File: config.mk
export PLATFORM = sky130hd
export DESIGN_NAME = lane_aligner
export DESIGN_NICKNAME = d
export VERILOG_FILES = /design/src/rtl/lane_pkg.sv /design/src/rtl/lane_sel.sv /design/src/rtl/lane_extract.sv /design/src/rtl/lane_merge.sv /design/src/rtl/lane_addr_form.sv /design/src/rtl/lane_aligner.sv
export SDC_FILE = /design/constraint.sdc
export NUM_CORES = 1
export LEC_CHECK = 0
export ABC_CLOCK_PERIOD_IN_PS = 2900
export BUFFER_PORTS_ARGS = -buffer_cell sky130_fd_sc_hd__buf_4
export CORE_MARGIN = 1.5
export CORE_UTILIZATION = 47
export CTS_CLUSTER_SIZE = 8
export DETAILED_ROUTE_END_ITERATION = 6
export GPL_TIMING_DRIVEN = 0
export PLACE_DENSITY = 0.87
export SYNTH_ARGS = -nofsm -noshare
export SYNTH_HDL_FRONTEND = slang
export SYNTH_SLANG_ARGS = --single-unit
File: constraint.sdc
create_clock -name clk -period 2.9 [get_ports clk]
set_input_delay 0.435 -clock clk [delete_from_list [all_inputs] [get_ports clk]]
set_output_delay 0.435 -clock clk [all_outputs]
set_load 0.1 [all_outputs]
File: src/rtl/lane_pkg.sv
package lane_pkg;

    typedef enum logic [1:0] {
        SZ_BYTE = 2'd0,
        SZ_HALF = 2'd1,
        SZ_WORD = 2'd2,
        SZ_BAD  = 2'd3
    } acc_size_e;

endpackage

File: src/rtl/lane_sel.sv
// Lane offset, lane mask and request legality from size and low address bits.
module lane_sel
    import lane_pkg::*;
#(
    parameter int DATA_W = 32
) (
    input  logic [1:0]                 size,
    input  logic [$clog2(DATA_W/8)-1:0] addr_lo,
    input  logic                       big_endian,
    output logic [$clog2(DATA_W)-1:0]  shift,
    output logic [DATA_W-1:0]          lane_mask,
    output logic                       misaligned,
    output logic                       size_bad
);
    localparam int NB = DATA_W / 8;
    localparam int LW = $clog2(NB);
    localparam logic [LW-1:0] TOP_BYTE = LW'(NB - 1);
    localparam logic [LW-1:0] TOP_HALF = LW'(NB - 2);
    localparam logic [LW-1:0] HALF_CLR = ~LW'(1);

    logic [LW-1:0] lane_d;

    always_comb begin
        lane_d     = '0;
        lane_mask  = '1;
        misaligned = 1'b0;
        size_bad   = 1'b0;
        unique case (acc_size_e'(size))
            SZ_BYTE: begin
                lane_d    = (big_endian ? TOP_BYTE : '0) ^ addr_lo;
                lane_mask = DATA_W'(8'hFF) << {lane_d, 3'b000};
            end
            SZ_HALF: begin
                lane_d     = (big_endian ? TOP_HALF : '0) ^ (addr_lo & HALF_CLR);
                lane_mask  = DATA_W'(16'hFFFF) << {lane_d, 3'b000};
                misaligned = addr_lo[0];
            end
            SZ_WORD: begin
                lane_d     = '0;
                lane_mask  = '1;
                misaligned = (addr_lo != '0);
            end
            default: begin
                size_bad = 1'b1;
            end
        endcase
        shift = {lane_d, 3'b000};
    end

endmodule

File: src/rtl/lane_extract.sv
// Pulls the addressed lane out of a memory word, zero-extended.
module lane_extract
    import lane_pkg::*;
#(
    parameter int DATA_W = 32
) (
    input  logic [DATA_W-1:0]         word,
    input  logic [$clog2(DATA_W)-1:0] shift,
    input  logic [1:0]                size,
    output logic [DATA_W-1:0]         result
);
    logic [DATA_W-1:0] keep_d;
    logic [DATA_W-1:0] shifted_d;

    always_comb begin
        unique case (acc_size_e'(size))
            SZ_BYTE: keep_d = DATA_W'(8'hFF);
            SZ_HALF: keep_d = DATA_W'(16'hFFFF);
            default: keep_d = '1;
        endcase
        shifted_d = word >> shift;
        result    = shifted_d & keep_d;
    end

endmodule

File: src/rtl/lane_merge.sv
// Replaces the addressed lane of the held word with new store data.
module lane_merge #(
    parameter int DATA_W = 32
) (
    input  logic [DATA_W-1:0]         old_word,
    input  logic [DATA_W-1:0]         new_data,
    input  logic [$clog2(DATA_W)-1:0] shift,
    input  logic [DATA_W-1:0]         lane_mask,
    output logic [DATA_W-1:0]         merged
);
    localparam int NB = DATA_W / 8;

    logic [DATA_W-1:0] placed;

    assign placed = new_data << shift;

    for (genvar b = 0; b < NB; b++) begin : g_byte
        assign merged[b*8 +: 8] = lane_mask[b*8] ? placed[b*8 +: 8]
                                                 : old_word[b*8 +: 8];
    end

endmodule

File: src/rtl/lane_addr_form.sv
// Lookup address, uncached bus address and line-half selection.
module lane_addr_form
    import lane_pkg::*;
#(
    parameter int ADDR_W     = 32,
    parameter int DATA_W     = 32,
    parameter int LINE_WORDS = 8
) (
    input  logic [ADDR_W-1:0] vaddr,
    input  logic [ADDR_W-1:0] pbase,
    input  logic [1:0]        size,
    output logic [ADDR_W-1:0] lookup_addr,
    output logic [ADDR_W-1:0] bus_addr,
    output logic              first_half
);
    localparam int NB   = DATA_W / 8;
    localparam int LW   = $clog2(NB);
    localparam int IDXW = (LINE_WORDS > 1) ? $clog2(LINE_WORDS) : 1;
    localparam logic [IDXW:0] HALF_WORDS = (IDXW + 1)'(LINE_WORDS / 2);
    localparam logic [LW-1:0] HALF_CLR   = ~LW'(1);

    logic [LW-1:0]   sub_d;
    logic [IDXW-1:0] widx;

    always_comb begin
        unique case (acc_size_e'(size))
            SZ_BYTE: sub_d = vaddr[LW-1:0];
            SZ_HALF: sub_d = vaddr[LW-1:0] & HALF_CLR;
            default: sub_d = '0;
        endcase
        lookup_addr = {vaddr[ADDR_W-1:LW], LW'(0)};
        bus_addr    = {pbase[ADDR_W-1:LW], sub_d};
        widx        = vaddr[LW +: IDXW];
        first_half  = ({1'b0, widx} < HALF_WORDS);
    end

endmodule

File: src/rtl/lane_aligner.sv
module lane_aligner
    import lane_pkg::*;
#(
    parameter int ADDR_W     = 32,
    parameter int DATA_W     = 32,
    parameter int LINE_WORDS = 8
) (
    input  logic              clk,
    input  logic              rst_n,
    input  logic              req_valid,
    input  logic              req_store,
    input  logic [1:0]        req_size,
    input  logic [ADDR_W-1:0] req_addr,
    input  logic [ADDR_W-1:0] req_pbase,
    input  logic [DATA_W-1:0] req_word,
    input  logic [DATA_W-1:0] req_wdata,
    input  logic              align_chk_en,
    input  logic              big_endian,
    output logic              rsp_valid,
    output logic              rsp_fault,
    output logic              rsp_size_err,
    output logic [DATA_W-1:0] rsp_data,
    output logic [ADDR_W-1:0] rsp_lookup_addr,
    output logic [ADDR_W-1:0] rsp_bus_addr,
    output logic              rsp_dirty_lo,
    output logic              rsp_dirty_hi
);
    localparam int NB  = DATA_W / 8;
    localparam int LW  = $clog2(NB);
    localparam int SHW = $clog2(DATA_W);

    typedef struct packed {
        logic              valid;
        logic              fault;
        logic              err;
        logic [DATA_W-1:0] data;
        logic [ADDR_W-1:0] lookup;
        logic [ADDR_W-1:0] bus;
        logic              dirty_lo;
        logic              dirty_hi;
    } rsp_t;

    rsp_t rsp_d, rsp_q;

    logic [SHW-1:0]    shift;
    logic [DATA_W-1:0] lane_mask;
    logic              misaligned;
    logic              size_bad;
    logic [DATA_W-1:0] load_val;
    logic [DATA_W-1:0] store_val;
    logic [ADDR_W-1:0] lookup_addr;
    logic [ADDR_W-1:0] bus_addr;
    logic              first_half;

    lane_sel #(.DATA_W(DATA_W)) u_sel (
        .size       (req_size),
        .addr_lo    (req_addr[LW-1:0]),
        .big_endian (big_endian),
        .shift      (shift),
        .lane_mask  (lane_mask),
        .misaligned (misaligned),
        .size_bad   (size_bad)
    );

    lane_extract #(.DATA_W(DATA_W)) u_extract (
        .word   (req_word),
        .shift  (shift),
        .size   (req_size),
        .result (load_val)
    );

    lane_merge #(.DATA_W(DATA_W)) u_merge (
        .old_word  (req_word),
        .new_data  (req_wdata),
        .shift     (shift),
        .lane_mask (lane_mask),
        .merged    (store_val)
    );

    lane_addr_form #(
        .ADDR_W     (ADDR_W),
        .DATA_W     (DATA_W),
        .LINE_WORDS (LINE_WORDS)
    ) u_addr (
        .vaddr       (req_addr),
        .pbase       (req_pbase),
        .size        (req_size),
        .lookup_addr (lookup_addr),
        .bus_addr    (bus_addr),
        .first_half  (first_half)
    );

    always_comb begin
        rsp_d          = rsp_q;
        rsp_d.valid    = req_valid;
        rsp_d.fault    = 1'b0;
        rsp_d.err      = 1'b0;
        rsp_d.dirty_lo = 1'b0;
        rsp_d.dirty_hi = 1'b0;
        if (req_valid) begin
            if (size_bad) begin
                rsp_d.err = 1'b1;
            end else if (misaligned && align_chk_en) begin
                rsp_d.fault = 1'b1;
            end else begin
                rsp_d.data     = req_store ? store_val : load_val;
                rsp_d.lookup   = lookup_addr;
                rsp_d.bus      = bus_addr;
                rsp_d.dirty_lo = req_store && first_half;
                rsp_d.dirty_hi = req_store && !first_half;
            end
        end
    end

    always_ff @(posedge clk) begin
        if (!rst_n) begin
            rsp_q <= '0;
        end else begin
            rsp_q <= rsp_d;
        end
    end

    assign rsp_valid       = rsp_q.valid;
    assign rsp_fault       = rsp_q.fault;
    assign rsp_size_err    = rsp_q.err;
    assign rsp_data        = rsp_q.data;
    assign rsp_lookup_addr = rsp_q.lookup;
    assign rsp_bus_addr    = rsp_q.bus;
    assign rsp_dirty_lo    = rsp_q.dirty_lo;
    assign rsp_dirty_hi    = rsp_q.dirty_hi;

    AST_RSP_FOLLOWS_REQ: assert property (@(posedge clk) disable iff (!rst_n)
        req_valid |=> rsp_valid) else $error("response missing");

    AST_FLAGS_NEED_VALID: assert property (@(posedge clk) disable iff (!rst_n)
        !rsp_valid |-> !(rsp_fault || rsp_size_err || rsp_dirty_lo || rsp_dirty_hi))
        else $error("flag without response");

    AST_ERR_NOT_FAULT: assert property (@(posedge clk) disable iff (!rst_n)
        rsp_size_err |-> !rsp_fault) else $error("error and fault together");

    AST_ERR_HOLDS_DATA: assert property (@(posedge clk) disable iff (!rst_n)
        (req_valid && req_size == 2'd3) |=> $stable(rsp_data) && $stable(rsp_bus_addr))
        else $error("size error changed data");

    AST_FAULT_HOLDS_DATA: assert property (@(posedge clk) disable iff (!rst_n)
        rsp_fault |-> $stable(rsp_data) && $stable(rsp_lookup_addr) && !rsp_dirty_lo && !rsp_dirty_hi)
        else $error("faulted access proceeded");

    AST_NO_FAULT_UNCHECKED: assert property (@(posedge clk) disable iff (!rst_n)
        (req_valid && !align_chk_en) |=> !rsp_fault) else $error("fault with check off");

    AST_DIRTY_ONE_HALF: assert property (@(posedge clk) disable iff (!rst_n)
        $countones({rsp_dirty_lo, rsp_dirty_hi}) <= 1) else $error("both halves dirty");

    AST_LOAD_NO_DIRTY: assert property (@(posedge clk) disable iff (!rst_n)
        (req_valid && !req_store) |=> !rsp_dirty_lo && !rsp_dirty_hi) else $error("load marked dirty");

    AST_LOOKUP_ALIGNED: assert property (@(posedge clk) disable iff (!rst_n)
        rsp_lookup_addr[LW-1:0] == '0) else $error("lookup not aligned");

endmodule

### After elaboration in Yosys (flattened, before gate mapping)

Cells that the tools add are included.

* magnitude comparators: 1
* equal/unequal tests: 2
* shift-type cells: 4
* mux-type cells: 14
* bitwise gates (word level): 7
* reduce and logical (&&, ||, !) cells: 11

Operator list (number)
* case mux 32 bit (2 select lines): 1
* case mux 25 bit (2 select lines): 1
* bitwise AND 32 bit: 1
* two-way mux 32 bit: 1
* two-way mux 8 bit: 4
* << shifter 32 x 5 -> 32 bit: 1
* right shift 32 x 5 -> 32 bit: 1
* << shifter 16 x 5 -> 25 bit (first input constant): 1
* << shifter 8 x 5 -> 25 bit (first input constant): 1
* case mux 2 bit (2 select lines): 2
* AND reduction 3 bit: 2
* two-way mux 2 bit: 2
* NOT 1 bit: 4
* OR reduction 4 bit: 1
* bitwise XOR 2 bit: 2
* logical AND 1 bit: 3
* < comparator 3 bit (second input constant): 1
* OR reduction 3 bit: 1
* == test 2 x 1 -> 1 bit (second input constant): 1
* == test 2 bit (second input constant): 1
* zero test 2 bit: 1
* two-way mux 1 bit: 2
* case mux 1 bit (2 select lines): 1
* AND reduction 2 bit: 1
* 2 further kinds: 2

* register bits after elaboration: 99
* input port bits: 136
* output and inout bits: 101
* word-level logic and storage cells: 47

### Logic depth before layout (Yosys ltp)

* depth after elaboration: 6
* mapped depth: 9
* gate-level depth less buffers: 7

### Modules after synthesis

From an unflattened synthesis, not the netlist that was laid out.

* cells, all modules: 1052
* area total of the unflattened synthesis: 9018.6 um^2

By module, submodules not included
* lane_aligner: times used 1, cells an instance 453, area each 4026.4 um^2, sequential area each 2021.9 um^2
* lane_merge: times used 1, cells an instance 274, area each 2114.5 um^2, sequential area each 0.0 um^2
* lane_extract: times used 1, cells an instance 197, area each 1901.8 um^2, sequential area each 0.0 um^2
* lane_addr_form: times used 1, cells an instance 66, area each 491.7 um^2, sequential area each 0.0 um^2
* lane_sel: times used 1, cells an instance 62, area each 484.2 um^2, sequential area each 0.0 um^2

### Worst setup path after synthesis

No wires, ideal clock.

* path type: input to register
* from: in req_size[1]
* to: reg rsp_q (netlist bit rsp_data[10])
* library setup time: 0.120 ns
* arrival: 2.035 ns
* required time: 2.780 ns
* setup slack: 0.745 ns
* stages: 8
* path buffers: 1
* path through: inv_1 ha_1 or2_2 buf_2 o21ai_0 nor2_1 a32o_1 a211o_1

* longest elaborated chain between the ends: 5
* elaborated cells on any way between the ends: 16
* those cells by class: eq/ne (2); shift (2); mux (6); bitwise (2); reduce/logical (4)

Ends and longest elaborated chain
* from (decl): RTL line lane_aligner.sv:12 `input logic [1:0] req_size,`
* == test 2 x 1 -> 1 bit, or another cell as far along: RTL line lane_sel.sv:28, lane_extract.sv:16
* case mux 2 bit (2 select lines) or case mux 1 bit (2 select lines) (tied branches): RTL line lane_sel.sv:28 `unique case (acc_size_e'(size))`
* right shift 32 x 5 -> 32 bit, or another cell as far along: RTL line lane_extract.sv:21 `shifted_d = word >> shift;`
* bitwise AND 32 bit, or another cell as far along: RTL line lane_extract.sv:22 `result = shifted_d & keep_d;`
* two-way mux 32 bit or AND reduction 3 bit (tied branches)
* to (signal assigned): RTL line lane_aligner.sv:119 `rsp_q <= rsp_d;`
* to (decl): RTL line lane_aligner.sv:43 `rsp_t rsp_d, rsp_q;`

Several ways; a longest one is shown, not always the timed one.
A chain may end at the register's enable or synchronous reset.

### Worst setup path after layout

* from: in req_size[1]
* to: reg rsp_q (netlist bit rsp_data[26])

The elaborated chain is that of the path after synthesis.

==> out/results.tsv <==
metric	value	unit
outcome	finished clean	
worst_slack	0.473	ns
rows	37	
diodes	0	
ys.warnings.count	0	
ys_types	52	
yosysTopAreaCellShare	39.7	%
ys_top_cells_by_area	dfxtp_1 (40%), nand2_1 (12%), a21oi_1 (8.0%)	
numPortBuffers	230	
grt_first_pass_wirelength	28400	um
fin_crit_sh	83.7	%
coreArea	0.0103	mm^2
synth_edf_count	0	
clock_latency	0.36	ns
netlist_instances	600	
cts_made_buffers	9	
ys.flop_type	dfxtp_1	
ys_seq_elements	99	
grt.overflow.total	0	
io-pin-count	237	
drt-initial-drc-count	466	
dp_slack	0.172	ns
setup_viol	0	
hold_class	input port to flip-flop	
grt_pass1_vias	5639	
end_kind	flip-flop	
drc	0	
antenna_found_initial	0	
clock_path_buffers	2	
hold_ws	0.245	ns
synth_area_per_cell	8.31	um^2
grt_util_all_layers	32.2	%
finalWorstPathRequiredPeriod	2.43	ns
maxCapViolCount	0	
tightest_slew	1.05	ns
syn_area	0.00499	mm^2
cp.required	3.22	ns
hpwl	14400	um
ant_nets	0	
rsz0062_at_grt	false	
async_flop_share	0	%
die_y	106	um
vias_per_cell	5.79	
gp_congestion	0.959	
finalHoldViolCount	0	
fin_worst_skew	0	ns
relSlewSlack	29.7	%
cp_max_fo	10	
p_leak	3.20	nW
drive_above_1_share	34.3	%
dieWidth	106	um
synth_commonest_cells	nand2_1 (158), dfxtp_1 (99), a21oi_1 (80), clkbuf_1 (23), mux2i_1 (23)	
synth_area_leader_cell	dfxtp_1	
finalWirelength	18400	um
synth_most_common_cell	nand2_1	
root_buffer	clkbuf_8	
worstPathArrival	2.74	ns
cp-start-kind	input port	
p_per_area	559	mW/mm^2
cts.sinks	99	
dr.pass1.iters	5	
htree_levels	3	
start_util	48.3	%
yosysSeqAreaShare	39.7	%
crit_type	input port to flip-flop	
vias	5688	
cts_resized	0	
clk_pin_slew_worst_paths	0.10	ns
final_util	68.8	%
die-area	0.0112	mm^2
nFillCells	872	
cts_hold_buf	0	
area_growth	42.4	%
drv_slew	0	
tns	0	ns
cts_tree	done	
grt_max_degree	17	
drt-wirelength-per-cell	18.8	um
ir_drop	0.369	mV
post_cts_buffers	0	
nets	984	
fmax	0.412	GHz
critical path, stage by stage:
cell       delay, ns
buf_4           0.12
inv_1           0.11
ha_1            0.32
or2_2           0.17
buf_2           0.18
o21ai_0         0.11
a2111oi_2       0.95
a32oi_1         0.22
nand2_1         0.13
path summary, 6_finish.rpt:
check / startpoint / end / slack (ns) / cells past startpoint
setup reg to reg: rsp_data[10] / rsp_data[10] / 1.99 / 2
setup / recovery: req_size[1] / rsp_data[26] / 0.47 / 9
hold / removal: req_addr[4] / rsp_dirty_lo / 0.24 / 2
hold reg to reg: rsp_lookup_addr[20] / rsp_lookup_addr[20] / 0.46 / 2
registers in the layout, indices dropped and copies added (netlist names):
signal	count
rsp_lookup_addr	30
rsp_dirty_lo	1
rsp_bus_addr	32
rsp_fault	1
rsp_dirty_hi	1
rsp_valid	1
rsp_size_err	1
rsp_data	32
cells in the final DEF (no fill, tap or decap), types with 9 or more instances in the layout:
master    instances
buf_4           236
mux4_2            9
mux2i_1          23
a22o_1            9
nand2_1         158
dfxtp_1          99
nor2_1           12
o21ai_0          21
nand3_1          19
clkbuf_1         24
buf_2            13
clkbuf_8          9
a21oi_1          80
area by class of cell:
class                   instances  area (um^2)  area share, %
clock inverters                 5         86.3           1.22
well taps                     136          170           2.40
multi-input cells             449         2750           38.7
inverters                       8         30.0          0.423
flip-flops and latches         99         1980           27.9
clock buffers                  10          128           1.80
repair buffers                230         1730           24.3
plain buffers                  45          230           3.24
cells by family after synthesis:
logic type	after synthesis	share of synthesized area, %
buffers and inverters	53	5.22
AOI/OAI and AO/OA	180	23.6
adders and majority gates	6	1.51
and+or+nand+nor	220	18.7
DFF	99	39.7
other	1	0.0752
muxes	39	10.3
xor gates and xnor gates	2	0.878
per-stage QoR:
step           cells  cell area (um^2)  power (mW)
2_1_floorplan    601              4990        2.55
4_1_cts          982              7100        3.96
3_3_place_gp     967              6890        2.96
6_report         982              7100        3.97
3_5_place_dp     967              6890        2.99
5_1_grt          982              7100        4.09
where the power goes:
group	total, mW	switching [mW]	internal (mW)	leakage (nW)
combinational	1.47	1.05	0.417	2.28
clock	1.00	0.513	0.489	0.107
sequential	1.50	0.0516	1.45	0.812
per-layer routing:
| metal | vias to the layer above | share of wire [%] | global-route usage, % | routed length (um) |
|---|---|---|---|---|
| li1 | 2615 | - | - | - |
| met1 | 2678 | 38 | 38.8 | 7080 |
| met2 | 352 | 49 | 55.0 | 8970 |
| met3 | 43 | 10 | 8.03 | 1850 |
| met4 | 0 | 2.9 | 12.7 | 536 |
| met5 | - | 0 | 0 | 0 |
Note: power is estimated with default switching activity, not from simulation.
